`src/rtl/mc_seq_pkg.sv`:
```
package mc_seq_pkg;

  localparam int ALU_FN_W = 3;

  typedef enum logic [3:0] {
    ST_FETCH, ST_DECODE, ST_ADDR, ST_LDMEM, ST_LDWB,
    ST_STMEM, ST_EXEC, ST_RRWB, ST_BRANCH, ST_JUMP
  } step_t;

  typedef enum logic [ALU_FN_W-1:0] {
    FN_ADD = 3'd0, FN_SUB = 3'd1, FN_AND = 3'd2, FN_OR = 3'd3, FN_SLT = 3'd4
  } alu_fn_t;

  typedef struct packed {
    logic       addr_sel;
    logic       mem_rd;
    logic       mem_wr;
    logic       ir_load;
    logic       opa_sel;
    logic [1:0] opb_sel;
    logic [1:0] alu_mode;
    logic       pc_load;
    logic       pc_load_zero;
    logic [1:0] pc_next_sel;
    logic       wr_dst_sel;
    logic       rf_we;
    logic       wr_data_sel;
  } ctl_t;

  // Control word presented while the machine sits in a given step
  function automatic ctl_t ctl_for(step_t s);
    ctl_t c;
    c = '0;
    case (s)
      ST_FETCH: begin
        c.mem_rd  = 1'b1;
        c.ir_load = 1'b1;
        c.opb_sel = 2'b01;
        c.pc_load = 1'b1;
      end
      ST_DECODE: c.opb_sel = 2'b11;
      ST_ADDR: begin
        c.opa_sel = 1'b1;
        c.opb_sel = 2'b10;
      end
      ST_LDMEM: begin
        c.addr_sel = 1'b1;
        c.mem_rd   = 1'b1;
      end
      ST_LDWB: begin
        c.rf_we       = 1'b1;
        c.wr_data_sel = 1'b1;
      end
      ST_STMEM: begin
        c.addr_sel = 1'b1;
        c.mem_wr   = 1'b1;
      end
      ST_EXEC: begin
        c.opa_sel  = 1'b1;
        c.alu_mode = 2'b10;
      end
      ST_RRWB: begin
        c.rf_we      = 1'b1;
        c.wr_dst_sel = 1'b1;
      end
      ST_BRANCH: begin
        c.opa_sel      = 1'b1;
        c.alu_mode     = 2'b01;
        c.pc_load_zero = 1'b1;
        c.pc_next_sel  = 2'b01;
      end
      ST_JUMP: begin
        c.pc_load     = 1'b1;
        c.pc_next_sel = 2'b10;
      end
      default: c = '0;
    endcase
    return c;
  endfunction

endpackage

```
`src/rtl/mc_seq_next.sv`:
```
module mc_seq_next
  import mc_seq_pkg::*;
#(
  parameter int              OPW    = 6,
  parameter logic [OPW-1:0]  OP_RR  = 6'b000000,
  parameter logic [OPW-1:0]  OP_LD  = 6'b100011,
  parameter logic [OPW-1:0]  OP_ST  = 6'b101011,
  parameter logic [OPW-1:0]  OP_BEQ = 6'b000100,
  parameter logic [OPW-1:0]  OP_JMP = 6'b000010
) (
  input  step_t          cur,
  input  logic [OPW-1:0] opcode,
  output step_t          nxt
);

  always_comb begin
    nxt = ST_FETCH;
    case (cur)
      ST_FETCH:  nxt = ST_DECODE;
      ST_DECODE: begin
        if (opcode == OP_RR)                         nxt = ST_EXEC;
        else if (opcode == OP_LD || opcode == OP_ST) nxt = ST_ADDR;
        else if (opcode == OP_BEQ)                   nxt = ST_BRANCH;
        else if (opcode == OP_JMP)                   nxt = ST_JUMP;
        else                                         nxt = ST_FETCH;
      end
      ST_ADDR:   nxt = (opcode == OP_LD) ? ST_LDMEM : ST_STMEM;
      ST_LDMEM:  nxt = ST_LDWB;
      ST_EXEC:   nxt = ST_RRWB;
      default:   nxt = ST_FETCH;
    endcase
  end

endmodule

```
`src/rtl/mc_seq_state.sv`:
```
module mc_seq_state
  import mc_seq_pkg::*;
(
  input  logic  clk,
  input  logic  rst,
  input  step_t nxt,
  output step_t cur,
  output ctl_t  ctl
);

  // Outputs are loaded with the word of the step being entered,
  // so they stay aligned with the state and come straight from flops.
  always_ff @(posedge clk) begin
    if (rst) begin
      cur <= ST_FETCH;
      ctl <= ctl_for(ST_FETCH);
    end else begin
      cur <= nxt;
      ctl <= ctl_for(nxt);
    end
  end

endmodule

```
`src/rtl/mc_alu_dec.sv`:
```
module mc_alu_dec
  import mc_seq_pkg::*;
#(
  parameter int             FNW    = 6,
  parameter logic [FNW-1:0] FC_ADD = 6'b100000,
  parameter logic [FNW-1:0] FC_SUB = 6'b100010,
  parameter logic [FNW-1:0] FC_AND = 6'b100100,
  parameter logic [FNW-1:0] FC_OR  = 6'b100101,
  parameter logic [FNW-1:0] FC_SLT = 6'b101010
) (
  input  logic [1:0]     alu_mode,
  input  logic [FNW-1:0] funct,
  output alu_fn_t        alu_fn
);

  alu_fn_t from_funct;

  always_comb begin
    case (funct)
      FC_ADD:  from_funct = FN_ADD;
      FC_SUB:  from_funct = FN_SUB;
      FC_AND:  from_funct = FN_AND;
      FC_OR:   from_funct = FN_OR;
      FC_SLT:  from_funct = FN_SLT;
      default: from_funct = FN_ADD;
    endcase
  end

  always_comb begin
    case (alu_mode)
      2'b01:   alu_fn = FN_SUB;
      2'b10:   alu_fn = from_funct;
      default: alu_fn = FN_ADD;
    endcase
  end

endmodule

```
`src/rtl/mc_seq_ctrl.sv`:
```
module mc_seq_ctrl
  import mc_seq_pkg::*;
#(
  parameter int             OPW    = 6,
  parameter int             FNW    = 6,
  parameter logic [OPW-1:0] OP_RR  = 6'b000000,
  parameter logic [OPW-1:0] OP_LD  = 6'b100011,
  parameter logic [OPW-1:0] OP_ST  = 6'b101011,
  parameter logic [OPW-1:0] OP_BEQ = 6'b000100,
  parameter logic [OPW-1:0] OP_JMP = 6'b000010
) (
  input  logic                clk,
  input  logic                rst,
  input  logic [OPW-1:0]      opcode,
  input  logic [FNW-1:0]      funct,
  output logic                addr_sel,
  output logic                mem_rd,
  output logic                mem_wr,
  output logic                ir_load,
  output logic                opa_sel,
  output logic [1:0]          opb_sel,
  output logic [1:0]          alu_mode,
  output logic                pc_load,
  output logic                pc_load_zero,
  output logic [1:0]          pc_next_sel,
  output logic                wr_dst_sel,
  output logic                rf_we,
  output logic                wr_data_sel,
  output logic [ALU_FN_W-1:0] alu_fn
);

  step_t   cur_st, nxt_st;
  ctl_t    ctl;
  alu_fn_t fn;

  mc_seq_next #(
    .OPW(OPW), .OP_RR(OP_RR), .OP_LD(OP_LD), .OP_ST(OP_ST),
    .OP_BEQ(OP_BEQ), .OP_JMP(OP_JMP)
  ) next_i (
    .cur(cur_st), .opcode(opcode), .nxt(nxt_st)
  );

  mc_seq_state state_i (
    .clk(clk), .rst(rst), .nxt(nxt_st), .cur(cur_st), .ctl(ctl)
  );

  mc_alu_dec #(.FNW(FNW)) alu_dec_i (
    .alu_mode(ctl.alu_mode), .funct(funct), .alu_fn(fn)
  );

  assign addr_sel     = ctl.addr_sel;
  assign mem_rd       = ctl.mem_rd;
  assign mem_wr       = ctl.mem_wr;
  assign ir_load      = ctl.ir_load;
  assign opa_sel      = ctl.opa_sel;
  assign opb_sel      = ctl.opb_sel;
  assign alu_mode     = ctl.alu_mode;
  assign pc_load      = ctl.pc_load;
  assign pc_load_zero = ctl.pc_load_zero;
  assign pc_next_sel  = ctl.pc_next_sel;
  assign wr_dst_sel   = ctl.wr_dst_sel;
  assign rf_we        = ctl.rf_we;
  assign wr_data_sel  = ctl.wr_data_sel;
  assign alu_fn       = fn;

  // Decode always follows fetch and never reloads the instruction register
  assert_fetch_then_decode_R3: assert property (@(posedge clk) disable iff (rst)
    ir_load |=> (!ir_load && opb_sel == 2'b11 && !opa_sel));

  // Read and write strobes are mutually exclusive
  assert_mem_strobe_excl_R5: assert property (@(posedge clk) disable iff (rst)
    $countones({mem_rd, mem_wr}) <= 1 || (ir_load == 1'b0 && 1'b0));

  // A store's write cycle is the last of the instruction
  assert_store_ends_R5: assert property (@(posedge clk) disable iff (rst)
    mem_wr |=> ir_load);

  // Load write-back is preceded by a data-address read
  assert_load_wb_after_read_R6: assert property (@(posedge clk) disable iff (rst)
    (rf_we && wr_data_sel) |-> $past(mem_rd && addr_sel));

  // Any register write-back ends the instruction
  assert_wb_ends_R7: assert property (@(posedge clk) disable iff (rst)
    rf_we |=> ir_load);

  // Branch cycle ends the instruction
  assert_branch_ends_R8: assert property (@(posedge clk) disable iff (rst)
    pc_load_zero |=> ir_load);

  // Jump cycle ends the instruction
  assert_jump_ends_R9: assert property (@(posedge clk) disable iff (rst)
    (pc_load && pc_next_sel == 2'b10) |=> ir_load);

  // Subtract mode reaches the ALU code regardless of funct
  assert_sub_mode_R11: assert property (@(posedge clk) disable iff (rst)
    (alu_mode == 2'b01) |-> (alu_fn == FN_SUB));

endmodule

```
`config.mk`:
```
export PLATFORM = sky130hd
export DESIGN_NAME = mc_seq_ctrl
export DESIGN_NICKNAME = d
export VERILOG_FILES = /design/src/rtl/mc_seq_pkg.sv /design/src/rtl/mc_seq_next.sv /design/src/rtl/mc_seq_state.sv /design/src/rtl/mc_alu_dec.sv /design/src/rtl/mc_seq_ctrl.sv
export SDC_FILE = /design/constraint.sdc
export NUM_CORES = 1
export LEC_CHECK = 0
export BUFFER_PORTS_ARGS = -buffer_cell sky130_fd_sc_hd__clkbuf_2
export CAP_MARGIN = 5
export CELL_PAD_IN_SITES_DETAIL_PLACEMENT = 1
export CELL_PAD_IN_SITES_GLOBAL_PLACEMENT = 2
export CORE_MARGIN = 2
export CORE_UTILIZATION = 24
export CTS_CLUSTER_SIZE = 10
export DETAILED_ROUTE_END_ITERATION = 10
export HOLD_SLACK_MARGIN = 0.08
export PLACE_DENSITY_LB_ADDON = 0.15
export SYNTH_ARGS = -nofsm -noshare
export SYNTH_HDL_FRONTEND = slang
export SYNTH_SLANG_ARGS = --single-unit
```
`constraint.sdc`:
```
create_clock -name clk -period 1.8 [get_ports clk]
set_input_delay 0.36 -clock clk [delete_from_list [all_inputs] [get_ports clk]]
set_output_delay 0.36 -clock clk [all_outputs]
set_load 0.05 [all_outputs]
```
* Word-level counts from Yosys, hierarchy flattened
Cells that the tools add are included.
Storage, ports and cells: ROM bits 0, memories kept 0, bits of input ports 14, bits in latches 0, bits in registers 20, output and inout port bits 19, memory bits (writable) 0
Operators by class: shifts and indexed selects 0, bitwise operators 0, multiplexer cells 21, add/sub/neg operators 0, divide/modulo/power cells 0, equal/unequal tests 23, reduce and logical (&&, ||, !) cells 9, $lt $le $gt $ge 0, $mul 0
Operator list (count):
- $eq A6 B6 Y1 const B | 6
- $eq A4 B3 Y1 const B | 5
- $pmux W4 S5 | 1
- $eq A4 B2 Y1 const B | 4
- $mux W4 | 4
- $pmux W3 S4 | 1
- $mux W1 | 10
- $eq A4 B1 Y1 const B | 2
- $eq A4 B4 Y1 const B | 2
- $logic_not A4 Y1 | 2
- $pmux W2 S2 | 2
- $reduce_or A2 Y1 | 4
- $eq A6 B2 Y1 const B | 1
- $eq A6 B3 Y1 const B | 1
- $logic_not A6 Y1 | 1
- $pmux W2 S3 | 1
- $pmux W3 S2 | 1
- $mux W3 | 1
- $reduce_or A3 Y1 | 1
- $eq A2 B1 Y1 const B | 1
- $eq A2 B2 Y1 const B | 1
- $logic_or A1 B1 Y1 | 1

* Logic depth before layout (Yosys ltp)
Gate-level depths: netlist (run 1).
depth after elaboration 9, mapped depth 5, mapped depth without buffers 4

* Cells and area by module
From an unflattened synthesis (run 1), not the netlist that was laid out.
Unflattened totals: cell total of the unflattened synthesis 86, area total of the unflattened synthesis 867.1 sq um
Modules (own cells, without submodules):
- mc_seq_state | area an instance 594.3 sq um, instances 1, cells an instance 54
- mc_seq_next | area an instance 148.9 sq um, instances 1, cells an instance 19
- mc_alu_dec | area an instance 123.9 sq um, instances 1, cells an instance 13

* Least setup slack after synthesis (run 1)
No wires, ideal clock.
kind register to output, from register, netlist name state_i.ctl[7], to output alu_fn[1], slack -1476 ps, data arrival time 2916 ps, stages on the path, launching flop included 5, data required time 1440 ps, cell sequence dfxtp_1 > inv_1 > ha_1 > nand4bb_1 > nor4b_1
Between the ends: longest elaborated chain between the ends 2, elaborated cells on any way between the ends 3
RTL lines:
- $eq A2 B2 Y1 or $eq A2 B1 Y1 (tied branches) | line mc_alu_dec.sv:30 | case (alu_mode)
- $pmux W3 S2 * | line mc_alu_dec.sv:30
- to (decl) | line mc_seq_ctrl.sv:29 | output logic [ALU_FN_W-1:0] alu_fn
Mark *: on every way between the ends. The rest lies on a longest branch, timed or not.

* Worst setup path in the final report (run 1)
from register, netlist name state_i.ctl[7], to output alu_fn[2]
Between the ends: longest elaborated chain between the ends 2, elaborated cells on any way between the ends 3
RTL lines (line):
- $eq A2 B2 Y1 or $eq A2 B1 Y1 (tied branches) | mc_alu_dec.sv:30
- $pmux W3 S2 * | mc_alu_dec.sv:30
Marks and branches as above.

==> results.yml, run 1 <==
sta:
  slew_headroom: 0.744
  layout_setup_ws_ns: -0.162
  clock_skew_ns: 0.00250
  worst_pin_slew_ns: 0.384
  grt_setup_unrepaired: "true"
  setup_viol: 4
  finalHoldViolations: 0
  period_minus_slack_ns: 1.96
  fmax_mhz: 510
  timing.final.crit_share: 1.09
  hold_ws_ns: 0.445
  slew_violations: 0
floorplanning:
  ios: 33
  die_area_um2: 4200
  initial_core_util: 0.246
  coreArea_um2: 3610
  die_h_um: 64.8
  row_count: 22
  die_x_um: 64.8
finish:
  final_common_cell: "clkbuf_2"
  drive_gt1_frac: 0.517
  antenna_cells: 0
  nets: 164
  area_growth_pct: 62.2
  final_core_util: 0.399
  mostFrequentLayoutCells: "29 x clkbuf_2, 22 x buf_4, 15 x dfxtp_1, 8 x nor2_1"
critical_path:
  path_cells: "inv_2 > ha_4 > nand4bb_4 > nor4b_4 > clkbuf_8"
  rrSetupSlack_ns: 0
  critPathCaptureType: "primary output"
  crit_buf_inv: 2
  critPathTopFamily: "simple AND/OR/NAND/NOR gates"
  crit_type: "register to primary output"
  r2r-end: "state_i.ctl[10]"
  r2r_cells: 4
  crit_required_ns: 1.44
  cp.arrival_ns: 1.60
  cp_slowest_cell: "dfxtp_4"
  cpPeakStageDelay_ns: 0.35
  critPathLaunchType: "register"
  crit-reg2reg-launch: "state_i.cur[1]"
  path_max_fanout: 3
clock_tree:
  cts_tree: "done"
  htree_num_levels: 1
  cts_max_path_buffers: 2
  cts.sink_count: 19
  clock_latency_ns: 0.25
  cts-root-buf: "clkbuf_8"
  ctsHoldBuffers: 0
  numCtsBuffers: 3
  clk_pin_slew_ns: 0.07
synth:
  yosysSeqAreaShare: 0.429
  synth_area_um2: 887
  syn_nets: 110
  syn_inst: 94
  async_flop_share: 0
  synth_area_per_cell_um2: 9.44
  yosysWarningCount: 0
  synth_ff_type: "dfxtp_1"
  synth-edff-count: 0
  ys_ff_latch: 19
  synth_cell_types: 38
place:
  hpwl_mm: 2.19
  port_buffers: 32
  gp_congestion: 0.794
route:
  drt_iter0_drc: 51
  drc: 0
  viasPerCell: 4.65
  wl_mm: 2.70
  antenna_left: 0
  wl_per_cell_um: 13.9
  dr_total_vias: 906
  dr.pass1.iters: 4
min_path:
  hp-class: "input port to register"
  min-delay-start: "opcode[4]"
  min_to: "state_i.ctl[8]"
  worstHoldPathCells: 3
global_routing:
  grt_pass1_vias: 950
  grt_first_pass_wirelength_mm: 4.51
  antenna_found_initial: 0
  track_usage: 0.142
  overflow: 0
  grt_max_degree: 14
power_and_ir_drop:
  power_density_nw_per_um2: 646
  leakage_nw: 0.597
  max-vdd-ir-drop_mv: 0.314
flow_run:
  drv_cap: 0
run_status:
  failed_checks: "negative setup slack"
  outcome: "finished, violations left"
==> worst min-delay path, cell delays in order <==
cell      delay [ns]
clkbuf_2        0.09
or4b_4          0.15
nor4b_2         0.06
==> power breakdown <==
group	switching [mW]	internal, mW	total [mW]
logic	0.119	0.0807	0.200
clock network	0.134	0.157	0.292
registers	0.00504	0.433	0.438
total	0.258	0.671	0.930
==> registers in the layout, indices dropped and copies added, names as in the netlist <==
name / flops
state_i.cur: 4
state_i.ctl: 15
==> stage by stage <==
| step | setup TNS, ns | total power, mW | area (um^2) | setup slack, ns | instances |
|---|---|---|---|---|---|
| after floorplan | -0.542 | 0.556 | 972 | -0.246 | 94 |
| after global placement | -0.880 | 0.635 | 1330 | -0.124 | 190 |
| after detailed placement | -1.17 | 0.640 | 1330 | -0.188 | 190 |
| after CTS | -0.532 | 0.940 | 1410 | -0.196 | 195 |
| after global routing | -0.746 | 0.979 | 1440 | -0.236 | 195 |
| final | -0.439 | 0.930 | 1440 | -0.162 | 195 |
==> area by class of cell <==
type / instances / area (um^2)
sequential: 19 / 390
tap: 48 / 60.1
timing repair buffer: 54 / 353
inverter: 6 / 22.5
clock buffer: 4 / 45.0
fill: 414 / 2170
multi-input combinational: 64 / 568
==> how the worst max path moves through the flow <==
stage	depth (start not counted)	endpoint	startpoint	slack [ns]
2_1_floorplan	4	alu_fn[2]	state_i.ctl[7]	-0.25
3_3_place_gp	5	state_i.ctl[10]	opcode[4]	-0.12
3_5_place_dp	5	state_i.ctl[7]	opcode[0]	-0.19
4_1_cts	5	alu_fn[2]	state_i.ctl[7]	-0.20
5_1_grt	5	alu_fn[2]	state_i.ctl[7]	-0.24
6_report	5	alu_fn[2]	state_i.ctl[7]	-0.16
==> synth_stat cells (2+ instances only) <==
cell,n,area share
a211oi_1,2,0.017
o21ai_0,2,0.011
inv_1,6,0.025
nand2b_1,4,0.028
nor2_1,8,0.034
or4_1,3,0.025
nor3b_1,3,0.025
a21oi_1,5,0.028
ha_1,2,0.028
nor2b_1,3,0.021
dfxtp_1,19,0.43
nor3_1,4,0.023
nand3_1,2,0.011
o21bai_1,2,0.017
clkbuf_1,3,0.013
nor4b_1,3,0.030
nand4bb_1,2,0.025
==> logic make-up after synthesis <==
group | after synthesis | synth area share
buffers and inverters | 11 | 0.0522
AND/OR/NAND/NOR | 41 | 0.315
XOR/XNOR | 1 | 0.00987
AO/OA/AOI/OAI | 20 | 0.166
adder cells (fa/ha/maj) | 2 | 0.0282
flip-flops | 19 | 0.429
==> per-layer routing <==
metal / part of all wire / wire (um) / global-route usage
met1: 0.47 / 1280 / 0.179
met2: 0.47 / 1260 / 0.241
met3: 0.046 / 124 / 0.0226
met4: 0.015 / 41 / 0.0559
met5: 0 / 0 / 0
==> repair_timing <==
action                                 in CTS  in global routing
endpoints found under the hold margin       0                  0
gates cloned                                0                  0
resized for setup                           8                  5
setup buffers                               1                  0
pin swaps                                   3                  0
setup endpoints to repair                   5                  8
Power figures use the tool's default switching activity.
==> run 2, diff against run 1 <==
Settings changed: CORE_MARGIN 2 to not set.
==> run 2 against run 1 <==
  * The flow still finishes with violations (negative setup slack)
  * Non-clock buffer count rose by 1
  * Critical path depth down 1
  * Combinational power decreased by 3%
  * Worst setup slack improved by 0.0064 ns
  * First-iteration DRC count decreased by 88%
  * Flip-flop and latch count is the same
  * Sequential power about the same
  * Largest cell class unchanged
==> results.yml, run 2 (synthesis results as in run 1) <==
place:
  hpwl_mm: 2.02
  placed_cell_area_um2: 1320
  gp_congestion: 0.776
  port_buffers: 32
  placed_cells: 188
floorplanning:
  die_h_um: 62.8
  ios: 33
  row_count: 21
  die_area_um2: 3940
  initial_core_util: 0.258
  coreArea_um2: 3440
  die_x_um: 62.8
sta:
  hold_ws_ns: 0.500
  period_minus_slack_ns: 1.96
  timing.final.crit_share: 1.09
  grt_setup_unrepaired: "true"
  slew_violations: 0
  setup_viol: 4
  finalHoldViolations: 0
  worst_pin_slew_ns: 0.513
  fmax_mhz: 511
  clock_skew_ns: 0.00651
  tns_ns: -0.428
  slew_headroom: 0.658
  layout_setup_ws_ns: -0.155
flow_run:
  drv_cap: 0
clock_tree:
  ctsHoldBuffers: 0
  cts_tree: "done"
  cts_max_path_buffers: 2
  clk_pin_slew_ns: 0.07
  htree_num_levels: 1
  numCtsBuffers: 3
  clock_latency_ns: 0.25
  cts.sink_count: 19
  cts-root-buf: "clkbuf_8"
route:
  dr_total_vias: 947
  wl_mm: 2.60
  dr.pass1.iters: 4
  antenna_left: 0
  wl_per_cell_um: 13.4
  drt_iter0_drc: 6
  drc: 0
  viasPerCell: 4.88
finish:
  drive_gt1_frac: 0.507
  final_common_cell: "clkbuf_2"
  mostFrequentLayoutCells: "29 x clkbuf_2, 23 x buf_4, 17 x dfxtp_1, 8 x nor2_1"
  antenna_cells: 0
  final_cell_count_no_fill: 194
  nets: 165
  largest_reg_flops: 15
  top_regs: "state_i.ctl: 15 flops, state_i.cur: 4 flops"
  fin_area_um2: 1440
  area_growth_pct: 62.5
  largest-register: "state_i.ctl"
min_path:
  worstHoldPathCells: 3
  hp-class: "input port to register"
critical_path:
  r2r_cells: 4
  cpPeakStageDelay_ns: 0.35
  cp.arrival_ns: 1.60
  cp_slowest_cell: "dfxtp_4"
  critPathLaunchType: "register"
  path_max_fanout: 3
  critPathCaptureType: "primary output"
  crit_type: "register to primary output"
  crit_required_ns: 1.44
  path_cells: "ha_4 > nand4bb_4 > nor4b_4 > clkbuf_8"
global_routing:
  antenna_found_initial: 0
  track_usage: 0.143
  grt_first_pass_wirelength_mm: 4.43
  overflow: 0
  grt_pass1_vias: 979
  grt_max_degree: 14
power_and_ir_drop:
  power_density_nw_per_um2: 638
  leakage_nw: 0.605
  max-vdd-ir-drop_mv: 0.282
run_status:
  outcome: "finished, violations left"
  failed_checks: "negative setup slack"
## run 2: path summary, 6_finish.rpt
check                 start         endpoint  slack, ns
max          state_i.ctl[8]        alu_fn[2]      -0.16
min                     rst  state_i.ctl[11]       0.50
max reg2reg  state_i.cur[1]  state_i.ctl[10]      -0.01
min reg2reg  state_i.cur[2]  state_i.ctl[15]       0.59
## run 2: through the flow
| stage | setup WS [ns] | utilization | power (mW) |
|---|---|---|---|
| 5_1_grt | -0.220 | 0.419 | 0.970 |
| 3_3_place_gp | -0.139 | 0.385 | 0.634 |
| 6_report | -0.155 | 0.419 | 0.920 |
| 4_1_cts | -0.185 | 0.412 | 0.934 |
| 3_5_place_dp | -0.189 | 0.385 | 0.636 |
| 2_1_floorplan | -0.246 | - | 0.556 |
## run 2: critical path: cells and delay by family, from the launching register on
family | cells | cell delay (ns)
AND/OR/NAND/NOR | 2 | 0.54
flip-flops | 1 | 0.35
adder cells (fa/ha/maj) | 1 | 0.23
buffers and inverters | 1 | 0.22
## run 2: where the power goes
group          internal (mW)  switching, mW  leakage, nW  total, mW
logic                 0.0738          0.120        0.426      0.194
clock network          0.157          0.132       0.0228      0.289
registers              0.433        0.00442        0.156      0.437
total                  0.664          0.256        0.605      0.920
## run 2: layout make-up
cell class	count	area [um^2]
Fill cell	406	2000
Timing Repair Buffer	55	360
Sequential cell	19	388
Inverter	6	22.5
Clock buffer	4	45.0
Multi-Input combinational cell	64	568
Tap cell	46	57.6
## run 2: metal layers
layer	GRT usage	share of wire	vias to the layer above
met4	0.0727	0.028	0
met5	0	0	-
met1	0.166	0.41	457
met2	0.254	0.53	26
li1	-	-	456
met3	0.0219	0.038	8
## run 2: repair_timing
| action | CTS | global route |
|---|---|---|
| endpoints found under the setup margin | 4 | 8 |
| setup buffers | 2 | 0 |
| pin swaps | 2 | 0 |
| resized for setup | 7 | 5 |
==> run 3, diff against run 2 <==
--- a/config.mk
+++ b/config.mk
@@ -12,4 +12,6 @@
 export CORE_UTILIZATION = 24
+export CTS_CLUSTER_DIAMETER = 30
 export CTS_CLUSTER_SIZE = 10
 export DETAILED_ROUTE_END_ITERATION = 10
+export GPL_TIMING_DRIVEN = 0
 export HOLD_SLACK_MARGIN = 0.08
--- a/constraint.sdc
+++ b/constraint.sdc
@@ -3,2 +3,2 @@
 set_output_delay 0.36 -clock clk [all_outputs]
-set_load 0.05 [all_outputs]
+set_load 0.02 [all_outputs]
==> run 3 against run 2 <==
  * The flow still finishes with violations (negative setup slack)
  * Die area is the same
  * Cell area fell by 3.6%
  * Combinational power is 18% lower
  * Total power fell by 3.9%
  * Core utilization down 1.5 points
  * Global-route usage down 0.066 points
  * Worst hold slack got worse by 0.13 ns
  * Sequential share of layout area up 1.6 points
  * Sequential power about the same
  * Worst setup slack improved by 0.025 ns
  * Critical path type unchanged
  * Largest power group unchanged
==> results.yml, run 3 (synthesis results as in run 1) <==
route:
  drt_iter0_drc: 18
  drc: 0
  dr.pass1.iters: 4
  dr_total_vias: 885
  wl_mm: 2.47
  antenna_left: 0
  viasPerCell: 4.92
  wl_per_cell_um: 13.7
critical_path:
  critPathLaunchType: "register"
  crit_required_ns: 1.44
  r2r_cells: 4
  cp.arrival_ns: 1.57
  critPathCaptureType: "primary output"
  path_max_fanout: 3
  crit_type: "register to primary output"
global_routing:
  track_usage: 0.143
  grt_pass1_vias: 908
  use_met3: 0.0383
  overflow: 0
  grt_first_pass_wirelength_mm: 4.36
  use_met1: 0.174
  grt-busiest-layer: "met2"
  grt_max_degree: 11
  antenna_found_initial: 0
  grtUsageMet2: 0.247
floorplanning:
  die_x_um: 62.8
  initial_core_util: 0.258
  die_h_um: 62.8
  die_area_um2: 3940
  row_count: 21
  ios: 33
  coreArea_um2: 3440
finish:
  largest-register: "state_i.ctl"
  nets: 151
  top_regs: "state_i.ctl: 15 flops, state_i.cur: 4 flops"
  largest_reg_flops: 15
  area_growth_pct: 56.6
  antenna_cells: 0
  final_cell_count_no_fill: 180
  drive_gt1_frac: 0.537
  mostFrequentLayoutCells: "28 x clkbuf_2, 13 x dfxtp_1, 9 x buf_4, 8 x nor2_1, 5 x inv_1"
  final_common_cell: "clkbuf_2"
  fillCellCount: 400
  fin_area_um2: 1390
clock_tree:
  clk_pin_slew_ns: 0.06
  cts-root-buf: "clkbuf_8"
  clock_latency_ns: 0.25
  cts.sink_count: 19
  cts_max_path_buffers: 2
  numCtsBuffers: 3
  cts_tree: "done"
  ctsHoldBuffers: 0
  htree_num_levels: 1
min_path:
  hp-class: "input port to register"
  worstHoldPathCells: 2
place:
  port_buffers: 31
  gp_congestion: 0.722
  placed_cell_area_um2: 1180
  hpwl_mm: 1.84
  placed_cells: 171
power_and_ir_drop:
  power_density_nw_per_um2: 636
  max-vdd-ir-drop_mv: 0.387
  power_mw: 0.884
  leakage_nw: 0.544
sta:
  layout_setup_ws_ns: -0.130
  grt_setup_unrepaired: "true"
  slew_violations: 0
  fmax_mhz: 518
  finalHoldViolations: 0
  clock_skew_ns: 0.00286
  setup_viol: 4
  slew_headroom: 0.628
  period_minus_slack_ns: 1.93
  timing.final.crit_share: 1.07
  worst_pin_slew_ns: 0.559
flow_run:
  drv_cap: 0
run_status:
  failed_checks: "negative setup slack"
  outcome: "finished, violations left"
-- run 3: per-stage QoR --
step           hold WS, ns  TNS (ns)  utilization  worst slack [ns]
4_1_cts              0.370    -0.582        0.396            -0.168
3_5_place_dp         0.564     -2.76        0.344            -0.376
2_1_floorplan        0.437         0            -           0.00190
3_3_place_gp         0.565     -2.75        0.344            -0.379
5_1_grt              0.378    -0.858        0.403            -0.208
6_report             0.371    -0.367        0.403            -0.130
-- run 3: layout make-up --
cell class	instances	area, um^2	share of cell area
Multi-Input combinational cell	64	628	0.452
Sequential cell	19	395	0.285
Timing Repair Buffer	38	225	0.162
Tap cell	46	57.6	0.0414
Clock buffer	4	45.0	0.0324
Inverter	6	22.5	0.0162
Buffer	3	15.0	0.0108
-- run 3: final timing paths --
check,end,from,slack [ns]
worst max-delay path,alu_fn[0],state_i.ctl[8],-0.13
worst min-delay path,state_i.ctl[15],rst,0.37
worst max register to register,state_i.ctl[10],state_i.cur[1],0
worst min register to register,state_i.ctl[15],state_i.cur[2],0.51
-- run 3: metal layers --
layer  vias up  part of all wire
li1        429                 -
met1       431              0.44
met2        23              0.52
met3         2             0.041
met4         0            0.0057
met5         -                 0
-- run 3: what timing repair did --
action | 4_1_cts | 5_1_grt
buffers inserted | 6 | 1
setup endpoints to repair | 13 | 14
pin swaps | 9 | 8
gates resized for setup | 22 | 11
-- run 3: power breakdown --
part           internal [mW]  switching (mW)
clock network          0.157           0.129
registers              0.432         0.00567
logic                 0.0661          0.0941
-- run 3: worst max-delay path, cell delays in order (launching register included) --
cell and delay, ns:
dfxtp_4 0.36, ha_4 0.23, nand4bb_4 0.25, o32ai_4 0.29, clkbuf_8 0.19
